<file path="config.mk">
export PLATFORM = sky130hd
export DESIGN_NAME = hs_addr_decode
export DESIGN_NICKNAME = d
export VERILOG_FILES = /design/src/rtl/hsd_pkg.sv /design/src/rtl/hsd_ctrl.sv /design/src/rtl/hsd_level_pick.sv /design/src/rtl/hsd_branch_join.sv /design/src/rtl/hs_addr_decode.sv
export SDC_FILE = /design/constraint.sdc
export NUM_CORES = 1
export LEC_CHECK = 0
export BUFFER_PORTS_ARGS = -buffer_cell sky130_fd_sc_hd__buf_2
export CAP_MARGIN = 20
export CORE_AREA = 10 10 47 49
export CTS_BUF_LIST = sky130_fd_sc_hd__clkbuf_16
export CTS_CLUSTER_SIZE = 20
export DETAILED_ROUTE_END_ITERATION = 8
export DIE_AREA = 0 0 57 59
export SYNTH_ARGS = -nofsm -noshare
export SYNTH_HDL_FRONTEND = slang
export SYNTH_SLANG_ARGS = --single-unit
</file>
<file path="constraint.sdc">
create_clock -name clk -period 1.2 [get_ports clk]
set_clock_uncertainty 0.1 [all_clocks]
set_input_delay 0 -clock clk [delete_from_list [all_inputs] [get_ports clk]]
set_output_delay 0 -clock clk [all_outputs]
set_load 0.01 [all_outputs]
</file>
<file path="src/rtl/hsd_pkg.sv">
package hsd_pkg;

    // Address width of one decode stage and the derived number of outcomes.
    localparam int ADDR_W = 2;
    localparam int SEL_W  = 1 << ADDR_W;
    // Each address bit owns a pair of active-low branch nodes.
    localparam int NODE_W = 2 * ADDR_W;

    typedef enum logic [1:0] {
        ST_BLOCKED = 2'd0,  // after reset, waiting for request low
        ST_IDLE    = 2'd1,  // waiting for a request
        ST_ACTIVE  = 2'd2   // a selection is driven
    } hsd_state_e;

endpackage

</file>
<file path="src/rtl/hsd_ctrl.sv">
module hsd_ctrl
    import hsd_pkg::*;
(
    input  logic       clk,
    input  logic       rst_n,
    input  logic       req,
    output logic       capture,
    output logic       release_op,
    output logic       drive,
    output hsd_state_e state
);

    hsd_state_e state_n;

    // Next-state logic.
    always_comb begin
        state_n = state;
        unique case (state)
            ST_BLOCKED: if (!req) state_n = ST_IDLE;
            ST_IDLE:    if (req)  state_n = ST_ACTIVE;
            ST_ACTIVE:  if (!req) state_n = ST_IDLE;
            default:              state_n = ST_BLOCKED;
        endcase
    end

    // State register.
    always_ff @(posedge clk or negedge rst_n) begin
        if (!rst_n) state <= ST_BLOCKED;
        else        state <= state_n;
    end

    // Outputs of the controller.
    always_comb begin
        capture    = 1'b0;
        release_op = 1'b0;
        drive      = 1'b0;
        unique case (state)
            ST_BLOCKED: ;
            ST_IDLE:    capture = req;
            ST_ACTIVE: begin
                drive      = 1'b1;
                release_op = !req;
            end
            default: ;
        endcase
    end

endmodule

</file>
<file path="src/rtl/hsd_level_pick.sv">
module hsd_level_pick (
    input  logic       clk,
    input  logic       rst_n,
    input  logic       capture,
    input  logic       release_op,
    input  logic       addr_bit,
    // [1]: low when the bit was one, [0]: low when the bit was zero
    output logic [1:0] branch_n
);

    // The branch nodes are preset high and pulled low only for the chosen level.
    always_ff @(posedge clk or negedge rst_n) begin
        if (!rst_n) begin
            branch_n <= 2'b11;
        end else if (capture) begin
            branch_n <= {~addr_bit, addr_bit};
        end else if (release_op) begin
            branch_n <= 2'b11;
        end
    end

endmodule

</file>
<file path="src/rtl/hsd_branch_join.sv">
module hsd_branch_join
    import hsd_pkg::*;
(
    input  logic              drive,
    input  logic [NODE_W-1:0] node_n,
    output logic [SEL_W-1:0]  sel
);

    // Output j belongs to address value SEL_W-1-j; it needs the matching
    // branch of every bit.
    for (genvar j = 0; j < SEL_W; j++) begin : g_out
        localparam logic [ADDR_W-1:0] VAL = ADDR_W'(SEL_W - 1 - j);
        logic [ADDR_W-1:0] term;
        for (genvar b = 0; b < ADDR_W; b++) begin : g_bit
            assign term[b] = ~node_n[2*b + int'(VAL[b])];
        end
        assign sel[j] = drive & (&term);
    end

endmodule

</file>
<file path="src/rtl/hs_addr_decode.sv">
module hs_addr_decode
    import hsd_pkg::*;
(
    input  logic       clk,
    input  logic       rst_n,
    input  logic       dec_req,
    input  logic       addr_msb,
    input  logic       addr_lsb,
    output logic [3:0] hit
);

    logic              capture;
    logic              release_op;
    logic              drive;
    hsd_state_e        ctrl_state;
    logic [ADDR_W-1:0] addr_vec;
    logic [NODE_W-1:0] node_n;
    logic [SEL_W-1:0]  sel;

    assign addr_vec = {addr_msb, addr_lsb};

    hsd_ctrl u_ctrl (
        .clk        (clk),
        .rst_n      (rst_n),
        .req        (dec_req),
        .capture    (capture),
        .release_op (release_op),
        .drive      (drive),
        .state      (ctrl_state)
    );

    // One level choice per address bit.
    for (genvar b = 0; b < ADDR_W; b++) begin : g_pick
        hsd_level_pick u_pick (
            .clk        (clk),
            .rst_n      (rst_n),
            .capture    (capture),
            .release_op (release_op),
            .addr_bit   (addr_vec[b]),
            .branch_n   (node_n[2*b +: 2])
        );
    end

    hsd_branch_join u_join (
        .drive  (drive),
        .node_n (node_n),
        .sel    (sel)
    );

    assign hit = sel;

endmodule

</file>
==> qor.yml, run 1 <==
routabilityCongestion: 0.719
floorplan.die.width_um: 57
status: "finished with violations"
syn-instance-count: 31
largest_area_contributor_in_the_netlist: "dfstp_2"
worst_pin_slew_ns: 0.228
internal-power_uw: 806
synth_top_area_share: 0.311
crit_required_ns: 1.24
rr_startpoint: "u_ctrl.state[0]"
die-height_um: 59
route.vias.total: 336
synth_seq_area_share: 0.459
dp_cells: 55
drt-pass1-iter-count: 4
net-switching-power_uw: 226
wl_um: 913
insertion_delay_ns: 0.23
final_util: 0.420
startpoint_types: "flip-flop"
wl_per_cell_um: 13.6
grt_util_met1: 0.0562
layout_worst_path_cycle_share: 1.02
avgSynthCellArea_um2: 10.9
floorplan.core_area_um2: 1400
final_cell_mix: "buf_2 (8), buf_4 (7)"
cpLargestDelayFamily: "flip-flops"
worst_ir_drop_vdd_uv: 763
unrepaired_setup_endpoints_after_global_routing: "yes"
grt_util_met3: 0.0279
most_common_cell_after_layout_fill_and_taps_aside: "buf_2"
critical_path.reg2reg.endpoint: "g_pick[1].u_pick.branch_n[1]"
finalWorstSetupSlack_ns: -0.0258
synthTopCellsByArea: "dfstp_2 (31%), dfrtp_1 (15%), a221o_1 (12%)"
drive_above_1_share: 0.588
postRouteAntennaNets: 0
die-area_um2: 3360
setup_crit_path_kind: "flip-flop to flip-flop"
remaining_drc_errors: 0
antenna_cells: 0
levels_on_crit_path: 3
num-nets-final: 58
netlist-cell-type-count: 15
yosys_warnings: 0
global_route.peak_usage_layer: "met2"
power.combinational.fraction: 0.171
slew_headroom: 0.846
std_cell_rows: 14
slowest_delay_ns: 0.42
p_leak_uw: 0.000265
grt-ovfl-total: 0
grt_use_total: 0.0598
final-max-slew-violation-count: 0
synth-seq-cells: 6
max-cap-violations: 0
filler_cell_count: 137
power_frac_seq: 0.312
report.final.hold_viol_count: 0
dr.first_iter.drc_count: 8
min_period_ns: 1.23
cell_area_synth_um2: 338
crit_buf_inv: 1
grt_antenna_before_repair: 0
grt_start_max_net_pins: 13
worstPathCellList: "buf_6 -> and4bb_2 -> a221o_1"
timing.critical_path.slowest_stage_cell: "dfrtp_2"
clk_pwr_share: 0.516
portBuffers: 8
instances_no_fill: 67
multiInputGateArea_um2: 193
worst_setup_path_end_kind: "flip-flop"
numCtsBuffers: 3
cp.arrival_ns: 1.26
rrSetupSlack_ns: -0.03
syn_nets: 36
first_global_vias: 337
critPathCapture: "g_pick[1].u_pick.branch_n[1]"
floorplan.initialDensity: 0.241
groute.layer.met2.usage: 0.0884
p_per_area_nw_per_um2: 1750
max_clock_freq_mhz: 816
setup_viol_count_final: 1
crit_path_max_fanout: 4
violations: "setup timing"
swShare: 0.219
crit_start: "u_ctrl.state[0]"
holdCritPathClass: "primary input to asynchronous set/reset pin"
clock_path_buffers: 2
cts_tree: "done"
cts_sinks: 6
layout.area.seq_um2: 156
cts_root_buf: "clkbuf_16"
area_delta_synth_final_pct: 74.1
top_level_ports: 9
route.detailed.vias_per_inst: 5.01
h-tree-depth: 1
first_pass_grt_wire_length_um: 1500
hold_slack_ns: 0.0172
register_to_register_path_depth: 3
path_clk_slew_ns: 0.04
## final cells by class
class                      count  share of cell area
timing repair buffer          20               0.245
clock buffer                   3               0.128
multi-input combinational     22               0.328
tap                           16              0.0340
sequential                     6               0.266
## power groups by stage
stage	Sequential, uW	Clock (uW)	Combinational (uW)
global route	328	568	191
finish	322	533	177
floorplan	294	0	105
detailed placement	316	0	131
CTS	312	543	174
global placement	315	0	128
## per-stage QoR
step	setup slack, ns	total power (uW)	area, um^2	TNS, ns
finish	-0.0258	1030	588	-0.0258
global route	-0.0515	1090	588	-0.282
CTS	-0.0146	1030	573	-0.0146
detailed placement	-0.0137	447	403	-0.0200
global placement	0.0196	442	403	0
floorplan	0.0739	398	338	0
## Yosys cell counts
library cell / count
a221o_1: 4
dfstp_2: 4
nor3_1: 4
o21bai_1: 4
a21boi_0: 2
buf_2: 2
dfrtp_1: 2
nand2b_1: 2
a21boi_1: 1
a21oi_1: 1
and3b_1: 1
and4bb_2: 1
buf_4: 1
nand2_1: 1
nor4bb_1: 1
## kinds of logic (layout without fill, tap and decap cells)
logic type      Yosys count  after routing  synth area share
compound gates           12             12             0.289
simple gates             10             10             0.200
flops                     6              6             0.459
buf+inv                   3             23            0.0519
## routing by layer
layer / part of all wire / wire (um)
met3: 0.049 / 45
met4: 0.037 / 34
met1: 0.45 / 415
met2: 0.46 / 418
met5: 0 / 0
## sequential cells by signal, summed over array words and instances (netlist names)
name	count
u_ctrl.state	2
g_pick.u_pick.branch_n	4
## how the worst min path moves through the flow
stage	start	end	slack, ns
4_1_cts	dec_req	u_ctrl.state[1]	0.02
5_1_grt	dec_req	u_ctrl.state[1]	0.02
3_3_place_gp	rst_n	u_ctrl.state[1]	-0.27
2_1_floorplan	rst_n	u_ctrl.state[0]	-0.40
3_5_place_dp	rst_n	u_ctrl.state[1]	-0.27
6_report	rst_n	u_ctrl.state[1]	0.02
## timing repair
action,CTS,global route
hold endpoints to repair,9,0
setup buffers,5,0
hold buffers,4,0
resized for setup,5,3
pin swaps,0,0
setup endpoints to repair,7,7
(Power assumes the default switching activity.)
==> inputs of run 2 (changes only) <==
- PLACE_DENSITY: unset -> 0.44
==> run 2 against run 1 <==
  * The run still ends with setup timing left
  * Die area unchanged
  * Cell count unchanged
  * Highest routed layer unchanged
  * Via count down 1.2%
  * Combinational power down 6%
==> qor.yml, run 2 (synthesis gave the netlist of run 1 again) <==
min_path_cells: 2
remaining_drc_errors: 0
numCtsBuffers: 3
p_per_area_nw_per_um2: 1780
slowest_delay_ns: 0.43
timing.critical_path.slowest_stage_cell: "dfrtp_2"
rrSetupSlack_ns: -0.01
unrepaired_setup_endpoints_after_global_routing: "yes"
cts_root_buf: "clkbuf_16"
dpl.hpwl_um: 714
slew_headroom: 0.825
h-tree-depth: 1
route.met2.wl_um: 470
dr.max_layer_used: "met4"
crit_buf_inv: 1
design_power_total_uw: 1040
wl_met1_um: 366
num-nets-final: 57
violations: "setup timing"
register_to_register_path_depth: 3
dr.first_iter.drc_count: 5
holdCritPathClass: "primary input to flip-flop"
net-switching-power_uw: 236
top_regs: "g_pick.u_pick.branch_n (4), u_ctrl.state (2)"
min_to: "u_ctrl.state[1]"
std_cell_rows: 14
worst_pin_slew_ns: 0.259
cp.arrival_ns: 1.26
clock_path_buffers: 2
largest-register: "g_pick.u_pick.branch_n"
power_frac_seq: 0.313
report.final.hold_viol_count: 0
max-cap-violations: 0
worst_ir_drop_vdd_uv: 652
routabilityCongestion: 0.748
setup_crit_path_kind: "flip-flop to flip-flop"
die-height_um: 59
route.detailed.vias_per_inst: 4.96
first_global_vias: 385
most_common_cell_after_layout_fill_and_taps_aside: "buf_2"
final-max-slew-violation-count: 0
route.vias.total: 332
max_clock_freq_mhz: 823
crit_path_max_fanout: 5
grt_start_max_net_pins: 13
largest_register_ff_count: 4
layout_worst_path_cycle_share: 1.01
crit_required_ns: 1.25
finalWorstSetupSlack_ns: -0.0144
final_cell_mix: "buf_2 (8), buf_4 (6)"
setup_viol_count_final: 2
portBuffers: 8
antenna_cells: 0
grt_antenna_before_repair: 0
first_pass_grt_wire_length_um: 1580
drt-pass1-iter-count: 4
floorplan.initialDensity: 0.241
cts_sinks: 6
rr_startpoint: "u_ctrl.state[0]"
internal-power_uw: 808
floorplan.die.width_um: 57
clk_pwr_share: 0.528
area_delta_synth_final_pct: 73.3
cpLargestDelayFamily: "flip-flops"
startpoint_types: "flip-flop"
wl_per_cell_um: 14.2
floorplan.core_area_um2: 1400
postRouteAntennaNets: 0
grt_use_total: 0.0621
p_leak_uw: 0.000264
crit_start: "u_ctrl.state[0]"
worstPathCellList: "buf_6 -> and4bb_2 -> a221o_1"
insertion_delay_ns: 0.23
grt-ovfl-total: 0
routed-wl-met3_um: 106
finalSetupTns_ns: -0.0228
critical_path.reg2reg.endpoint: "g_pick[1].u_pick.branch_n[1]"
path_clk_slew_ns: 0.04
status: "finished with violations"
worst_setup_path_end_kind: "flip-flop"
min_period_ns: 1.21
drive_above_1_share: 0.588
timing.hold.worst.start: "dec_req"
top_level_ports: 9
swShare: 0.226
wl_um: 952
die-area_um2: 3360
filler_cell_count: 147
cts_tree: "done"
power.combinational.fraction: 0.160
[run 2: per-stage QoR]
| stage | hold WS, ns | setup slack [ns] | instance area [um^2] | cells | util |
|---|---|---|---|---|---|
| 2_1_floorplan | -0.396 | 0.0739 | 338 | 31 | - |
| 3_3_place_gp | -0.269 | 0.0374 | 403 | 55 | 0.288 |
| 3_5_place_dp | -0.267 | -0.00770 | 403 | 55 | 0.288 |
| 4_1_cts | 0.00133 | -0.0193 | 578 | 66 | 0.413 |
| 5_1_grt | 0.0324 | -0.0405 | 586 | 67 | 0.418 |
| 6_report | 0.00985 | -0.0144 | 586 | 67 | 0.418 |
[run 2: worst max-delay path by stage]
stage / endpoint / cells past startpoint
final: g_pick[1].u_pick.branch_n[1] / 3
after global routing: hit[2] / 3
after CTS: hit[1] / 3
after detailed placement: g_pick[0].u_pick.branch_n[0] / 2
after global placement: g_pick[1].u_pick.branch_n[0] / 2
after floorplan: g_pick[0].u_pick.branch_n[0] / 3
[run 2: timing repair]
item                       4_1_cts  5_1_grt
resized for setup                8        1
pin swaps                        0        2
setup endpoints to repair        6        7
hold buffers                     4        0
buffers inserted                 3        1
hold endpoints to repair         9        0
[run 2: area by class of cell]
class | instances | area (um^2) | share of cell area
Clock buffer | 3 | 75.1 | 0.128
Clock inverter | 1 | 3.75 | 0.00641
Multi-Input combinational cell | 22 | 193 | 0.329
Sequential cell | 6 | 158 | 0.269
Tap cell | 16 | 20.0 | 0.0342
Timing Repair Buffer | 19 | 136 | 0.233
[run 2: power groups by stage]
stage	sequential, uW	clock (uW)	combinational [uW]
2_1_floorplan	294	0	105
6_report	326	551	167
4_1_cts	327	571	163
5_1_grt	334	569	185
3_5_place_dp	317	0	132
3_3_place_gp	314	0	125
[run 2: routing by layer]
metal | global-route usage | vias to the layer above
met3 | 0.0429 | 2
li1 | - | 159
met2 | 0.102 | 8
met1 | 0.0505 | 163
met4 | 0.0503 | 0
met5 | 0 | -
